--- config.mk ---
export PLATFORM = sky130hd
export DESIGN_NAME = mem_fault_encoder
export DESIGN_NICKNAME = d
export VERILOG_FILES = /design/src/rtl/mfe_pkg.sv /design/src/rtl/mfe_align_check.sv /design/src/rtl/mfe_bus_classify.sv /design/src/rtl/mfe_status_pack.sv /design/src/rtl/mem_fault_encoder.sv
export SDC_FILE = /design/constraint.sdc
export NUM_CORES = 1
export LEC_CHECK = 0
export ABC_AREA = 1
export BUFFER_PORTS_ARGS = -buffer_cell sky130_fd_sc_hd__buf_4
export CAP_MARGIN = 10
export CELL_PAD_IN_SITES_DETAIL_PLACEMENT = 0
export CELL_PAD_IN_SITES_GLOBAL_PLACEMENT = 1
export CORE_ASPECT_RATIO = 1.5
export CORE_MARGIN = 10
export CORE_UTILIZATION = 21
export DETAILED_ROUTE_END_ITERATION = 12
export GPL_ROUTABILITY_DRIVEN = 0
export PLACE_DENSITY_LB_ADDON = 0.12
export RECOVER_POWER = 100
export SYNTH_ARGS = -nofsm -noshare
export SYNTH_HDL_FRONTEND = slang
export SYNTH_SLANG_ARGS = --single-unit
--- constraint.sdc ---
create_clock -name clk -period 1.6 [get_ports clk]
set_clock_uncertainty 0.15 [all_clocks]
set_input_delay 0.48 -clock clk [delete_from_list [all_inputs] [get_ports clk]]
set_output_delay 0.48 -clock clk [all_outputs]
set_load 0.02 [all_outputs]
--- src/rtl/mfe_pkg.sv ---
package mfe_pkg;
  typedef enum logic [1:0] {
    SZ_BYTE  = 2'd0,
    SZ_HALF  = 2'd1,
    SZ_WORD  = 2'd2,
    SZ_WORD3 = 2'd3
  } acc_size_e;

  typedef enum logic [1:0] {
    FLT_NONE  = 2'd0,
    FLT_ALIGN = 2'd1,
    FLT_DBUS  = 2'd2,
    FLT_IBUS  = 2'd3
  } fault_e;

  localparam int CAUSE_W = 5;
  localparam logic [CAUSE_W-1:0] CAUSE_UNALIGNED = 5'd1;
  localparam logic [CAUSE_W-1:0] CAUSE_IBUS      = 5'd3;
  localparam logic [CAUSE_W-1:0] CAUSE_DBUS      = 5'd4;
endpackage

--- src/rtl/mfe_align_check.sv ---
module mfe_align_check
  import mfe_pkg::*;
#(
  parameter int ADDR_W = 32
) (
  input  logic              valid,
  input  logic [ADDR_W-1:0] addr,
  input  logic [1:0]        size,
  output logic              misaligned,
  output logic              word_access
);
  localparam int MASK_W = 2;

  logic [MASK_W-1:0] mask;
  logic [ADDR_W-1:0] mask_ext;

  always_comb begin
    unique case (acc_size_e'(size))
      SZ_BYTE:  mask = 2'b00;
      SZ_HALF:  mask = 2'b01;
      default:  mask = 2'b11;
    endcase
  end

  // Zero-extended so the whole address takes part in the reduction.
  assign mask_ext    = {{(ADDR_W-MASK_W){1'b0}}, mask};
  assign word_access = (mask == 2'b11);
  assign misaligned  = valid && (|(addr & mask_ext));
endmodule

--- src/rtl/mfe_bus_classify.sv ---
module mfe_bus_classify (
  input  logic ibus_err,
  input  logic dbus_err,
  input  logic ibus_off,
  input  logic dbus_off,
  output logic ibus_fault,
  output logic dbus_fault
);
  assign ibus_fault = ibus_err && !ibus_off;
  assign dbus_fault = dbus_err && !dbus_off;
endmodule

--- src/rtl/mfe_status_pack.sv ---
module mfe_status_pack
  import mfe_pkg::*;
#(
  parameter int STAT_W = 32,
  parameter int REG_W  = 5
) (
  input  logic              enable,
  input  logic              align_fault,
  input  logic              word_access,
  input  logic              write,
  input  logic [REG_W-1:0]  reg_num,
  input  logic              dbus_fault,
  input  logic              ibus_fault,
  output logic              fire,
  output logic [STAT_W-1:0] status
);
  localparam int REG_LSB  = CAUSE_W;
  localparam int WR_BIT   = REG_LSB + REG_W;
  localparam int WORD_BIT = WR_BIT + 1;

  fault_e kind;

  // Fixed priority: alignment, then data bus, then instruction bus.
  always_comb begin
    if (!enable)          kind = FLT_NONE;
    else if (align_fault) kind = FLT_ALIGN;
    else if (dbus_fault)  kind = FLT_DBUS;
    else if (ibus_fault)  kind = FLT_IBUS;
    else                  kind = FLT_NONE;
  end

  always_comb begin
    status = '0;
    unique case (kind)
      FLT_ALIGN: begin
        status[CAUSE_W-1:0]            = CAUSE_UNALIGNED;
        status[REG_LSB +: REG_W]       = reg_num;
        status[WR_BIT]                 = write;
        status[WORD_BIT]               = word_access;
      end
      FLT_DBUS:  status[CAUSE_W-1:0]   = CAUSE_DBUS;
      FLT_IBUS:  status[CAUSE_W-1:0]   = CAUSE_IBUS;
      default:   status                = '0;
    endcase
  end

  assign fire = (kind != FLT_NONE);
endmodule

--- src/rtl/mem_fault_encoder.sv ---
module mem_fault_encoder
  import mfe_pkg::*;
#(
  parameter int ADDR_W = 32,
  parameter int STAT_W = 32,
  parameter int REG_W  = 5
) (
  input  logic              clk,
  input  logic              rst,
  input  logic              acc_valid,
  input  logic [ADDR_W-1:0] acc_addr,
  input  logic [1:0]        acc_size,
  input  logic              acc_write,
  input  logic [REG_W-1:0]  acc_reg,
  input  logic              exc_enable,
  input  logic              ibus_err,
  input  logic              dbus_err,
  input  logic              cfg_ibus_off,
  input  logic              cfg_dbus_off,
  output logic              exc_req,
  output logic [STAT_W-1:0] exc_status
);
  logic              misaligned;
  logic              word_access;
  logic              ibus_fault;
  logic              dbus_fault;
  logic              fire;
  logic [STAT_W-1:0] status_next;

  mfe_align_check #(.ADDR_W(ADDR_W)) u_align (
    .valid       (acc_valid),
    .addr        (acc_addr),
    .size        (acc_size),
    .misaligned  (misaligned),
    .word_access (word_access)
  );

  mfe_bus_classify u_bus (
    .ibus_err   (ibus_err),
    .dbus_err   (dbus_err),
    .ibus_off   (cfg_ibus_off),
    .dbus_off   (cfg_dbus_off),
    .ibus_fault (ibus_fault),
    .dbus_fault (dbus_fault)
  );

  mfe_status_pack #(.STAT_W(STAT_W), .REG_W(REG_W)) u_pack (
    .enable      (exc_enable),
    .align_fault (misaligned),
    .word_access (word_access),
    .write       (acc_write),
    .reg_num     (acc_reg),
    .dbus_fault  (dbus_fault),
    .ibus_fault  (ibus_fault),
    .fire        (fire),
    .status      (status_next)
  );

  always_ff @(posedge clk) begin
    if (rst) begin
      exc_req    <= 1'b0;
      exc_status <= '0;
    end else begin
      exc_req <= fire;
      if (fire) exc_status <= status_next;
    end
  end
endmodule

==> summary.md <==
| Metric | Value |
|---|---|
| Hpwl dp | `approximately 1.5 mm` |
| CP delay by family, top | `flip-flops` |
| Levels on crit path | `1` |
| Worst Setup Start Kind | `flop` |
| Post-CTS Setup Bufs | `0` |
| Root buf cell | `clkbuf_8` |
| Initial core utilization | `0.217` |
| Total iterations of the first detailed-routing run | `4` |
| Resize count post-CTS | `0` |
| Layout area overhead | `18.9%` |
| # port buffers | `28` |
| Via density | `~3.6` |
| Clock Sinks | `11` |
| Worst setup EP type | `primary output` |
| Most frequent cells in the layout | `conb_1 (22), buf_4 (17), nand2_1 (15)` |
| Fin util | `0.258` |
| Post-synth top area share | `0.300` |
| Synth unique cells | `18` |
| Fmax | `approximately 690 MHz` |
| Worst vdd ir | `approximately 0.26 mV` |
| Total CTS buffers | `3` |
| Dominant cell type by area after synthesis | `dfxtp_1` |
| Endpoints failing hold | `0` |
| Final nets | `164` |
| Minimum clock period | `1460 ps` |
| Remaining Overflow, GRT | `0` |
| CP Cell Sequence | `clkbuf_1` |
| Final worst-path cycle share | `0.910` |
| Avg Cell Area, Syn | `about 8.5 um^2` |
| Post-route ant nets | `0` |
| Die width | `68.3 um` |
| Max cap viols | `0` |
| Yosys reg bits | `11` |
| CTS Buffer Depth | `2` |
| Reg2Reg Depth | `2` |
| Status | `completed` |
| Setup-failing EPs final | `0` |
| Hold path cells | `2` |
| Worst-path clk slew | `around 50 ps` |
| Worst hold slack | `~320 ps` |
| Largest net degree at the start of global routing | `12` |
| HP Class | `flop to flop` |
| Leak | `0.397 nW` |
| Vias in the first global route | `~650` |
| Critical path class | `flop to primary output` |
| Final instance area | `around 870 um^2` |
| WP buf/inv | `1` |
| H-tree levels | `1` |
| WP data arrival | `slightly above 800 ps` |
| DIE AREA | `roughly 6300 um^2` |
| GRT Overall Usage | `0.0591` |
| CTS tree | `built` |
| Placed cell area | `about 900 um^2` |
| R2r setup slk | `about 840 ps` |
| Drt drc | `0` |
| Synth area leaders | `dfxtp_1 (30%), buf_4 (22%), nand3_2 (11%)` |
| Initial drt markers | `13` |
| Crit path required time | `between 900 and 1000 ps` |
| Io pins | `a little over 80` |
| RSZ-0062 raised after global routing | `false` |
| CP max-delay cell | `dfxtp_1` |
| DRT Wirelength | `around 1.8 mm` |
| Latest clock arrival within the worst-skew pair | `around 230 ps` |
| Ys Warns | `0` |
| Routed WL per cell | `between 10 and 15 um` |
| Setup_tns | `0 ps` |
| Final Slew Violations | `0` |
| Power density cells | `847 nW/um^2` |
| Inserted Diodes | `0` |
| CP Max Fanout | `2` |
| Share of post-route cells with drive strength above 1 | `0.304` |
| Syn Std Cell Area | `~730 um^2` |
| Hold-fix buffers, CTS | `0` |
| Initial antenna violation count | `0` |
| First-pass GRT wire length | `between 2 and 3 mm` |
| Via count | `~570` |
| Register area share after synthesis | `0.300` |
| Mapped Cells | `86` |
| Commonest non-fill, non-tap cell in the layout | `conb_1` |
| Core area | `about 3400 um^2` |
| Max stage delay on crit path | `around 350 ps` |
| Row count | `26` |
| Chip height | `just over 90 um` |
cell usage after synthesis:
cell type	n
nand3_1	2
a21oi_2	8
clkbuf_1	1
nor2_1	2
nand3_2	8
buf_12	1
nor2_4	1
conb_1	1
inv_1	6
nand2_2	1
nor2_2	1
buf_4	22
buf_6	1
nand2_4	2
dfxtp_1	11
nand3b_1	1
a21oi_1	2
nand2_1	15
path summary, 6_finish.rpt:
path	endpoint	startpoint
max reg2reg	exc_status[6]	exc_status[6]
min	exc_status[0]	exc_status[0]
min reg2reg	exc_status[0]	exc_status[0]
max	exc_status[6]	exc_status[6]
worst reg2reg max path: cells and delay by family (launching register included):
family	cells	cell delay [ps]
simple gates	1	80
flops	1	350
compound gates	1	110
per-stage QoR:
stage	power, mW	worst slack [ps]	cells
after floorplan	0.465	235	107
after global placement	0.485	72.3	153
after detailed placement	0.485	54.3	153
after CTS	0.768	217	157
after global routing	0.780	103	157
final	0.740	144	157
state kept, by name, summed over array words and instances (netlist names):
| signal | count |
|---|---|
| exc_req | 1 |
| exc_status | 10 |
power by group:
group          leakage (nW)  total, mW  internal [mW]  switching [mW]
Combinational         0.285      0.172         0.0548           0.118
Clock                0.0228      0.276          0.175           0.101
Sequential           0.0896      0.292          0.286         0.00574
layout make-up:
class,count,area (um^2)
sequential,11,220
tap,42,52.6
timing repair buffer,29,189
multi-input combinational,65,344
fill,419,2510
clock buffer,4,45.0
inverter,6,22.5
logic make-up (layout without fill, tap and decap cells):
kind of cell           Yosys count  count (layout)  share of synthesized area
AOI/OAI and AO/OA               10              10                      0.109
buffers and inverters           31              39                      0.303
DFF                             11              11                      0.300
other                            1              22                    0.00511
and+or+nand+nor                 33              33                      0.283
layer usage:
metal	track usage	share of wire
met5	0	0
met4	0.0455	0.023
met3	0.0193	0.099
met2	0.104	0.53
met1	0.0519	0.35
(Power assumes the default switching activity.)
